==> src/rtl/spi_pkg.sv <==
package spi_pkg;

  localparam int CTL_W = 8;

  typedef struct packed {
    logic       wcol;   // write collision, sticky
    logic       ov;     // receive overflow, sticky
    logic       en;     // port enable
    logic       ckp;    // clock idle level
    logic [3:0] mode;   // bit 2: slave, bit 0: ignore select (slave)
  } ctl_t;

  localparam logic [1:0] A_BUF  = 2'd0;
  localparam logic [1:0] A_CTL  = 2'd1;
  localparam logic [1:0] A_STAT = 2'd2;

  function automatic logic mode_is_slave(input logic [3:0] m);
    return m[2];
  endfunction

  function automatic logic mode_ss_ignored(input logic [3:0] m);
    return m[0];
  endfunction

endpackage

==> src/rtl/spi_sync.sv <==
module spi_sync #(
  parameter int         W       = 3,
  parameter int         STAGES  = 2,
  parameter logic [W-1:0] RST_VAL = '0
) (
  input  logic         clk,
  input  logic         rst,
  input  logic [W-1:0] d,
  output logic [W-1:0] q
);

  logic [W-1:0] stage [STAGES];

  generate
    for (genvar g = 0; g < STAGES; g++) begin : g_stage
      if (g == 0) begin : g_first
        always_ff @(posedge clk) begin
          if (rst) stage[0] <= RST_VAL;
          else     stage[0] <= d;
        end
      end else begin : g_next
        always_ff @(posedge clk) begin
          if (rst) stage[g] <= RST_VAL;
          else     stage[g] <= stage[g-1];
        end
      end
    end
  endgenerate

  assign q = stage[STAGES-1];

endmodule

==> src/rtl/spi_master_eng.sv <==
module spi_master_eng #(
  parameter int DATA_W = 8,
  parameter int DIV    = 4
) (
  input  logic              clk,
  input  logic              rst,
  input  logic              ckp,
  input  logic              start,
  input  logic [DATA_W-1:0] load_data,
  input  logic              sdi,
  output logic              busy,
  output logic              done,
  output logic [DATA_W-1:0] rx_data,
  output logic              sck,
  output logic              sdo
);

  localparam int PH_W  = (DIV > 2) ? $clog2(DIV) : 1;
  localparam int BIT_W = (DATA_W > 2) ? $clog2(DATA_W) : 1;
  localparam int HALF  = DIV / 2;
  localparam logic [PH_W-1:0]  PH_LEAD  = PH_W'(HALF - 1);
  localparam logic [PH_W-1:0]  PH_LAST  = PH_W'(DIV - 1);
  localparam logic [BIT_W-1:0] BIT_LAST = BIT_W'(DATA_W - 1);

  logic [PH_W-1:0]   ph;
  logic [BIT_W-1:0]  bitc;
  logic [DATA_W-1:0] sr;
  logic              rx_bit;
  logic              sck_r;
  logic [DATA_W-1:0] shifted;

  assign shifted = {sr[DATA_W-2:0], rx_bit};

  always_ff @(posedge clk) begin
    if (rst) begin
      busy   <= 1'b0;
      ph     <= '0;
      bitc   <= '0;
      sr     <= '0;
      rx_bit <= 1'b0;
      sck_r  <= ckp;
    end else if (start) begin
      busy   <= 1'b1;
      ph     <= '0;
      bitc   <= '0;
      sr     <= load_data;
      sck_r  <= ckp;
    end else if (busy) begin
      ph <= (ph == PH_LAST) ? '0 : ph + 1'b1;
      if (ph == PH_LEAD) begin
        rx_bit <= sdi;
        sck_r  <= ~ckp;
      end
      if (ph == PH_LAST) begin
        sr    <= shifted;
        sck_r <= ckp;
        bitc  <= (bitc == BIT_LAST) ? '0 : bitc + 1'b1;
        if (bitc == BIT_LAST) busy <= 1'b0;
      end
    end else begin
      sck_r <= ckp;
    end
  end

  assign done    = busy && (ph == PH_LAST) && (bitc == BIT_LAST);
  assign rx_data = shifted;
  assign sck     = sck_r;
  assign sdo     = sr[DATA_W-1];

endmodule

==> src/rtl/spi_slave_eng.sv <==
module spi_slave_eng #(
  parameter int DATA_W = 8
) (
  input  logic              clk,
  input  logic              rst,
  input  logic              ckp,
  input  logic              ss_ign,
  input  logic              sck_s,
  input  logic              ss_s,
  input  logic              sdi_s,
  input  logic              load,
  input  logic [DATA_W-1:0] load_data,
  output logic              busy,
  output logic              act,
  output logic              done,
  output logic [DATA_W-1:0] rx_data,
  output logic              sdo
);

  localparam int BIT_W = (DATA_W > 2) ? $clog2(DATA_W) : 1;
  localparam logic [BIT_W-1:0] BIT_LAST = BIT_W'(DATA_W - 1);

  logic [BIT_W-1:0]  bitc;
  logic [DATA_W-1:0] sr;
  logic              rx_bit;
  logic              prev;
  logic              edge_seen, lead, trail;
  logic [DATA_W-1:0] shifted;

  assign act       = ss_ign || !ss_s;
  assign edge_seen = act && (sck_s != prev);
  assign lead      = edge_seen && (sck_s != ckp);
  assign trail     = edge_seen && (sck_s == ckp) && busy;
  assign shifted   = {sr[DATA_W-2:0], rx_bit};

  always_ff @(posedge clk) begin
    if (rst) begin
      busy   <= 1'b0;
      bitc   <= '0;
      sr     <= '0;
      rx_bit <= 1'b0;
      prev   <= ckp;
    end else begin
      prev <= sck_s;
      if (!act) begin
        busy <= 1'b0;
        bitc <= '0;
      end else if (lead) begin
        rx_bit <= sdi_s;
        busy   <= 1'b1;
      end else if (trail) begin
        sr   <= shifted;
        bitc <= (bitc == BIT_LAST) ? '0 : bitc + 1'b1;
        if (bitc == BIT_LAST) busy <= 1'b0;
      end
      if (load) sr <= load_data;
    end
  end

  assign done    = trail && (bitc == BIT_LAST);
  assign rx_data = shifted;
  assign sdo     = sr[DATA_W-1];

endmodule

==> src/rtl/spi_port.sv <==
module spi_port
  import spi_pkg::*;
#(
  parameter int DATA_W      = 8,
  parameter int DIV         = 4,
  parameter int SYNC_STAGES = 2
) (
  input  logic              clk,
  input  logic              rst,
  input  logic              cpu_sel,
  input  logic              cpu_wr,
  input  logic [1:0]        cpu_addr,
  input  logic [DATA_W-1:0] cpu_wdata,
  output logic [DATA_W-1:0] cpu_rdata,
  input  logic              sck_i,
  output logic              sck_o,
  output logic              sck_oe,
  input  logic              sdi_i,
  output logic              sdo_o,
  output logic              sdo_oe,
  input  logic              ss_n_i,
  output logic              port_en
);

  ctl_t              ctl;
  logic [CTL_W-1:0]  ctl_bits;
  logic [DATA_W-1:0] buf_q;
  logic              bf;
  logic              wr_buf, wr_ctl, rd_buf, rd_any;
  logic              slave, eng_busy, collide, accept, eng_done, bf_eff, ov_hit;
  logic [DATA_W-1:0] eng_rx;
  logic [2:0]        pins_s;
  logic              m_rst, s_rst;
  logic              m_busy, m_done, m_sck, m_sdo;
  logic              s_busy, s_act, s_done, s_sdo;
  logic [DATA_W-1:0] m_rx, s_rx;

  assign ctl_bits = ctl;
  assign slave    = mode_is_slave(ctl.mode);
  assign wr_buf   = cpu_sel && cpu_wr && (cpu_addr == A_BUF);
  assign wr_ctl   = cpu_sel && cpu_wr && (cpu_addr == A_CTL);
  assign rd_any   = cpu_sel && !cpu_wr;
  assign rd_buf   = rd_any && (cpu_addr == A_BUF);
  assign eng_busy = slave ? s_busy : m_busy;
  assign collide  = wr_buf && ctl.en && eng_busy;
  assign accept   = wr_buf && !collide;
  assign eng_done = slave ? s_done : m_done;
  assign eng_rx   = slave ? s_rx : m_rx;
  assign bf_eff   = bf && !rd_buf;
  assign ov_hit   = eng_done && slave && bf_eff;
  assign m_rst    = rst || !ctl.en || slave;
  assign s_rst    = rst || !ctl.en || !slave;

  spi_sync #(.W(3), .STAGES(SYNC_STAGES), .RST_VAL(3'b010)) u_sync (
    .clk (clk),
    .rst (rst),
    .d   ({sck_i, ss_n_i, sdi_i}),
    .q   (pins_s)
  );

  spi_master_eng #(.DATA_W(DATA_W), .DIV(DIV)) u_mst (
    .clk       (clk),
    .rst       (m_rst),
    .ckp       (ctl.ckp),
    .start     (accept && ctl.en && !slave),
    .load_data (cpu_wdata),
    .sdi       (sdi_i),
    .busy      (m_busy),
    .done      (m_done),
    .rx_data   (m_rx),
    .sck       (m_sck),
    .sdo       (m_sdo)
  );

  spi_slave_eng #(.DATA_W(DATA_W)) u_slv (
    .clk       (clk),
    .rst       (s_rst),
    .ckp       (ctl.ckp),
    .ss_ign    (mode_ss_ignored(ctl.mode)),
    .sck_s     (pins_s[2]),
    .ss_s      (pins_s[1]),
    .sdi_s     (pins_s[0]),
    .load      (accept && ctl.en && slave),
    .load_data (cpu_wdata),
    .busy      (s_busy),
    .act       (s_act),
    .done      (s_done),
    .rx_data   (s_rx),
    .sdo       (s_sdo)
  );

  always_ff @(posedge clk) begin
    if (rst) begin
      ctl   <= '0;
      buf_q <= '0;
      bf    <= 1'b0;
    end else begin
      if (wr_ctl) ctl <= ctl_t'(cpu_wdata[CTL_W-1:0]);
      if (collide) ctl.wcol <= 1'b1;
      if (ov_hit)  ctl.ov   <= 1'b1;
      if (rd_buf) bf <= 1'b0;
      if (accept) buf_q <= cpu_wdata;
      if (eng_done && !ov_hit) begin
        buf_q <= eng_rx;
        bf    <= 1'b1;
      end
    end
  end

  always_ff @(posedge clk) begin
    if (rst) begin
      cpu_rdata <= '0;
    end else if (rd_any) begin
      case (cpu_addr)
        A_BUF:   cpu_rdata <= buf_q;
        A_CTL:   cpu_rdata <= DATA_W'(ctl_bits);
        A_STAT:  cpu_rdata <= DATA_W'({eng_busy, bf});
        default: cpu_rdata <= '0;
      endcase
    end
  end

  assign port_en = ctl.en;
  assign sck_o   = m_sck;
  assign sck_oe  = ctl.en && !slave;
  assign sdo_o   = slave ? s_sdo : m_sdo;
  assign sdo_oe  = ctl.en && (!slave || s_act);

endmodule

==> config.mk <==
export PLATFORM = sky130hd
export DESIGN_NAME = spi_port
export DESIGN_NICKNAME = d
export VERILOG_FILES = /design/src/rtl/spi_pkg.sv /design/src/rtl/spi_sync.sv /design/src/rtl/spi_master_eng.sv /design/src/rtl/spi_slave_eng.sv /design/src/rtl/spi_port.sv
export SDC_FILE = /design/constraint.sdc
export NUM_CORES = 1
export LEC_CHECK = 0
export BUFFER_PORTS_ARGS = -buffer_cell sky130_fd_sc_hd__buf_2
export CAP_MARGIN = 15
export CORE_ASPECT_RATIO = 1.2
export CORE_MARGIN = 3
export CORE_UTILIZATION = 63
export DETAILED_ROUTE_END_ITERATION = 12
export PLACE_DENSITY = 0.81
export SLEW_MARGIN = 10
export SYNTH_ARGS = -nofsm -noshare
export SYNTH_HDL_FRONTEND = slang
export SYNTH_SLANG_ARGS = --single-unit
export TNS_END_PERCENT = 100
==> constraint.sdc <==
create_clock -name clk -period 2.7 [get_ports clk]
set_input_delay 0.405 -clock clk [delete_from_list [all_inputs] [get_ports clk]]
set_output_delay 0.405 -clock clk [all_outputs]
set_load 0.02 [all_outputs]
### Word level (Yosys, flattened, before mapping)

Memory sizes are Yosys's and may differ from the RTL's.
Index checks and enable logic that the tools add are counted.

* bitwise gates (word level): 6
* add/sub/neg operators: 3
* reduce and logical (&&, ||, !) cells: 56
* multiplexer cells: 40
* eq/ne operators: 11

Operator list (count)
* 8-bit 2-to-1 mux: 11
* 1-bit logical AND: 24
* 8-bit one-hot mux with 3 select lines: 1
* 1-bit 2-to-1 mux: 23
* 2-bit nonzero test: 10
* 3-bit 2-to-1 mux: 4
* 2-bit AND reduction: 5
* 1-bit logical NOT: 7
* 3-bit by 1-bit adder with 3-bit output (second input constant): 2
* 3-bit == test (second input constant): 2
* 3-bit AND reduction: 2
* 1-bit logical OR: 5
* 5-bit by 4-bit inequality test with 1-bit output (second input constant): 1
* 2-bit by 1-bit == test with 1-bit output (second input constant): 2
* 2-bit == test (second input constant): 2
* 1-bit inverter: 4
* 2-bit OR reduction: 2
* 2-bit by 1-bit adder with 2-bit output (second input constant): 1
* 2-bit logical NOT: 1
* 2-bit 2-to-1 mux: 1
* 1-bit inequality test: 2
* 2-bit by 1-bit inequality test with 1-bit output (second input constant): 1
* 1-bit OR: 2
* 1-bit == test: 1

* register bits after elaboration: 55
* input bits: 17
* memory bits (writable): 6
* memories: 1
* output and inout bits: 13

Memories
* u_sync.stage: words 2, width 3, rd ports 2, clocked after Yosys merged registers in 0, write ports 2, line spi_sync.sv:12 `logic [W-1:0] stage [STAGES];`

### Longest topological paths before layout

* word-level depth: 12
* depth in mapped cells: 6
* gate-level depth less buffers: 5

### Modules after synthesis

From an unflattened synthesis, not the netlist that was laid out.

* cell total of the unflattened synthesis: 322
* area total of the unflattened synthesis: 3141.8 µm²

Modules (own cells, without submodules)
* spi_port: instances 1, cells an instance 147, seq. area each 500.5 µm², area an instance 1355.0 µm²
* spi_master_eng: instances 1, cells an instance 86, seq. area each 330.3 µm², area an instance 873.3 µm²
* spi_slave_eng: instances 1, cells an instance 77, seq. area each 280.3 µm², area an instance 755.7 µm²
* spi_sync: instances 1, cells an instance 12, seq. area each 120.1 µm², area an instance 157.7 µm²

### Worst setup path before layout

OpenSTA, ideal clock, no wires.

* path kind: reg-to-reg
* from: register ctl (netlist bit port_en)
* to: register u_mst.sck_r, in the netlist u_mst.sck (enable)
* cell stages (with the launch flop): 6
* slack: 0.788 ns
* clock period less this slack: 1.912 ns
* required time: 2.453 ns
* arrival: 1.664 ns
* cell sequence: dfxtp_1 buf_6 nor2b_4 nand2_1 or4b_4 or2_1

* word-level cells in the longest chain between the ends: 7
* elaborated cells on any way between the ends: 10
* those cells by class: eq/ne: 1; reduce/logical: 9

Ends and longest elaborated chain
* from (decl): line spi_port.sv:25 `ctl_t ctl;`
* from (signal assigned): line spi_port.sv:98 `if (wr_ctl) ctl <= ctl_t'(cpu_wdata[CTL_W-1:0]);`
* 1-bit logical AND (2 in series): line spi_port.sv:45 `assign collide = wr_buf && ctl.en && eng_busy;`
* 1-bit logical NOT: line spi_port.sv:46 `assign accept = wr_buf && !collide;`
* 1-bit logical AND: line spi_port.sv:46
* 1-bit logical AND (2 in series): line spi_port.sv:65 `.start (accept && ctl.en && !slave),`
* 5-bit by 4-bit inequality test with 1-bit output (no source line) *
* to (signal assigned): line spi_master_eng.sv:52 `sck_r <= ~ckp;`
* to (signal assigned): line spi_master_eng.sv:56 `sck_r <= ckp;`
* to (signal assigned): line spi_master_eng.sv:61 `sck_r <= ckp;`
* to (decl): line spi_master_eng.sv:29 `logic sck_r;`

Every way passes the cells marked *; elsewhere a longest branch is shown, timed or not.
A chain may end at the register's enable or synchronous reset.

### Final worst setup path

* from: register ctl (netlist bit port_en)
* to: output sdo_oe

* word-level cells in the longest chain between the ends: 1

Ends and longest elaborated chain
* 1-bit logical AND: line spi_port.sv:127 `assign sdo_oe = ctl.en && (!slave || s_act);`
* to (decl): line spi_port.sv:20 `output logic sdo_oe,`

No other way between the ends.

==> flow_summary.toml <==
[yosys]
yosys_warnings = 0
synth-seq-area-share = 0.419
synth_seq_cells = 61
ys_types = 55
synth_fa_ha_area_frac = 0.0255
synth_compound_gate_area_share = 0.178
synth-simple-area-share = 0.208
synth_xor_area_frac = 0.00298
synth_top_family_by_area = "simple AND/OR/NAND/NOR gates"
synthMuxAreaShare = 0.121
syn_inst = 327
syn_nets = 350
syn_area_sq_um = 2940
synth.avg_cell_area_sq_um = 8.99

[sta]
finalMaxSlewViolations = 0
maxSlewHeadroom = 0.603
finalCritPeriodShare = 0.785
tns_ns = 0
worst_clock_skew_ns = 0.00884
hold_viol_final = 0
setup_viol = 0
fmax_mhz = 472
rsz0062_at_grt = "false"
tightest_slew_ns = 0.593
period_minus_slack_ns = 2.12

[routing]
vias_per_cell = 6.18
drt_first_pass_iters = 6
drcViolationCount = 0
routedWlPerCell_um = 16.4
drt_iter0_markers = 197
drt-total-wl_mm = 6.77
via_count = 2553
antenna_left = 0

[grt]
antenna_found_initial = 0
grt_start_max_net_pins = 28
grt_overflow = 0
grt_usage = 0.270
grt_pass1_wl_mm = 11.1
grt_pass1_vias = 2347

[critical_path]
cpMaxStageDelayCell = "dfxtp_1"
critical_path_class = "reg -> out"
cp-start-kind = "flip-flop"
r2r-end = "u_mst.sr[7]"
critPathMaxStageDelay_ns = 0.38
end_kind = "primary output"
crit_fanout = 17
crit_path_start = "port_en"
r2r_start = "ctl[2]"
crit_chain = "buf_4, clkinv_1, a21oi_1, buf_2"
r2r_slack_ns = 0.70
r2r_cells = 4
crit_required_ns = 2.30
arrival_ns = 1.72

[final_layout]
post-route-util = 0.755
layout_commonest_cell = "dfxtp_1"
areaGrowthSynthToFinish_pct = 12.8
layout_common_cells = "dfxtp_1 (60), nand2_1 (53), buf_2 (29), nor2_1 (27), a21oi_1 (21)"
fin_nets = 375
diodes = 0
drive_gt1_frac = 0.227

[clock_tree]
h-tree-depth = 3
clkTransAtPathRegs_ns = 0.07
clk_latency_ns = 0.34
cts_root_buf = "clkbuf_8"
cts_tree = "built"
cts_buffer_depth = 2
postCtsSetupBuffers = 0
cts.repair.resized = 0
cts_hold_buffers = 0
cts_buffers = 9
numClockSinks = 61

[run_status]
status = "finished, final reports clean"

[placement]
io_buffers = 29
dp_hpwl_mm = 4.75
place_congestion = 0.800

[floorplanning]
io_pins = 30
row_count = 26
die-height_um = 80.8
core_sq_um = 4390
initial_core_util = 0.670
dieArea_sq_um = 5530
die_w_um = 68.4

[hold_path]
min_path_type = "in -> reg"
holdPathStages = 2
min_to = "u_sync.stage[0][1]"
worstHoldStart = "ss_n_i"

[job]
maxCapViolCount = 0

[power]
static-leakage-power_nw = 1.22
vdd_drop_max_v = 0.000342
p_per_area_nw_per_um2 = 582
==> Yosys cell counts, drive strengths merged <==
cell type	n	area (sq um)
or2	5	31.3
nor3	1	5.00
buf	12	75.1
a211oi	2	15.0
a21oi	22	121
nand3	17	85.1
mux2	16	184
nand4	3	25.0
inv	5	18.8
o2bb2ai	2	17.5
nor3b	2	20.0
clkbuf	9	35.0
nor2b	6	45.0
ha	6	75.1
o31ai	1	7.51
nor2	27	101
o21a	1	7.51
and2	1	6.26
nand4bb	1	11.3
edfxtp	1	30.0
a31o	5	43.8
dfxtp	60	1200
nand3b	1	7.51
o21ai	4	20.0
clkinv	1	3.75
mux2i	16	173
or3b	1	8.76
and3b	1	8.76
or3	1	6.26
o211ai	6	45.0
o211a	4	40.0
a311oi	1	8.76
o31a	1	8.76
o22ai	3	18.8
or4b	1	13.8
a221oi	3	26.3
and4bb	1	12.5
nand2b	4	25.0
a222oi	4	40.0
o2111ai	1	8.76
xnor2	1	8.76
a31oi	8	50.1
nand2	53	199
a22oi	6	45.0
==> worst max-delay path: cells and delay by family (launching register included) <==
kind                   cells  cell delay (ns)
DFF                        1             0.38
buffers and inverters      3             0.78
AOI/OAI and AO/OA          1             0.20
==> layer usage <==
layer	GRT usage	routed length [um]
met2	0.433	3040
met4	0.145	197
met1	0.340	3010
met5	0	0
met3	0.0470	528
==> cell families (layout without fill, tap and decap cells) <==
family / Yosys count / in the layout
multiplexers: 32 / 32
AO/OA/AOI/OAI: 74 / 74
flip-flops: 61 / 61
AND/OR/NAND/NOR: 126 / 126
adder cells (fa/ha/maj): 6 / 6
XOR/XNOR: 1 / 1
buffers and inverters: 27 / 57
==> sequential cells by signal, indices dropped and copies added, names as in the netlist <==
name / cells
u_slv.bitc: 3
buf_q: 8
u_slv.prev: 1
u_sync.stage: 6
u_mst.busy: 1
bf: 1
u_mst.sr: 8
ctl: 7
cpu_rdata: 8
u_mst.rx_bit: 1
u_mst.bitc: 3
u_slv.busy: 1
port_en: 1
u_mst.sck: 1
u_mst.ph: 2
u_slv.sr: 8
u_slv.rx_bit: 1
==> metrics by stage <==
| step | setup slack (ns) | instances | area (sq um) | hold WS [ns] | total power, mW |
|---|---|---|---|---|---|
| 2_1_floorplan | 0.788 | 327 | 2940 | 0.389 | 0.992 |
| 3_3_place_gp | 0.572 | 397 | 3090 | 0.404 | 1.02 |
| 3_5_place_dp | 0.542 | 397 | 3090 | 0.400 | 1.02 |
| 4_1_cts | 0.599 | 413 | 3320 | 0.241 | 1.93 |
| 5_1_grt | 0.509 | 413 | 3320 | 0.241 | 1.98 |
| 6_report | 0.579 | 413 | 3320 | 0.241 | 1.93 |
==> how the worst max path moves through the flow <==
| stage | cells after the start | endpoint | slack [ns] |
|---|---|---|---|
| floorplan | 5 | u_mst.sck | 0.79 |
| CTS | 3 | sdo_o | 0.60 |
| global placement | 5 | u_mst.sck | 0.57 |
| global route | 4 | u_mst.sr[6] | 0.51 |
| finish | 4 | sdo_oe | 0.58 |
| detailed placement | 5 | u_mst.sck | 0.54 |
==> layout make-up <==
| type | count | area (sq um) |
|---|---|---|
| Clock buffer | 13 | 159 |
| Clock inverter | 3 | 67.6 |
| Fill cell | 336 | 1070 |
| Inverter | 6 | 22.5 |
| Multi-Input combinational cell | 239 | 1580 |
| Sequential cell | 61 | 1230 |
| Tap cell | 56 | 70.1 |
| Timing Repair Buffer | 35 | 190 |
==> where the power goes <==
group,switching (mW),internal (mW)
sequential,0.00760,0.912
combinational,0.0523,0.0344
clock,0.352,0.571
total,0.412,1.52
Note: power is estimated with default switching activity, not from simulation.
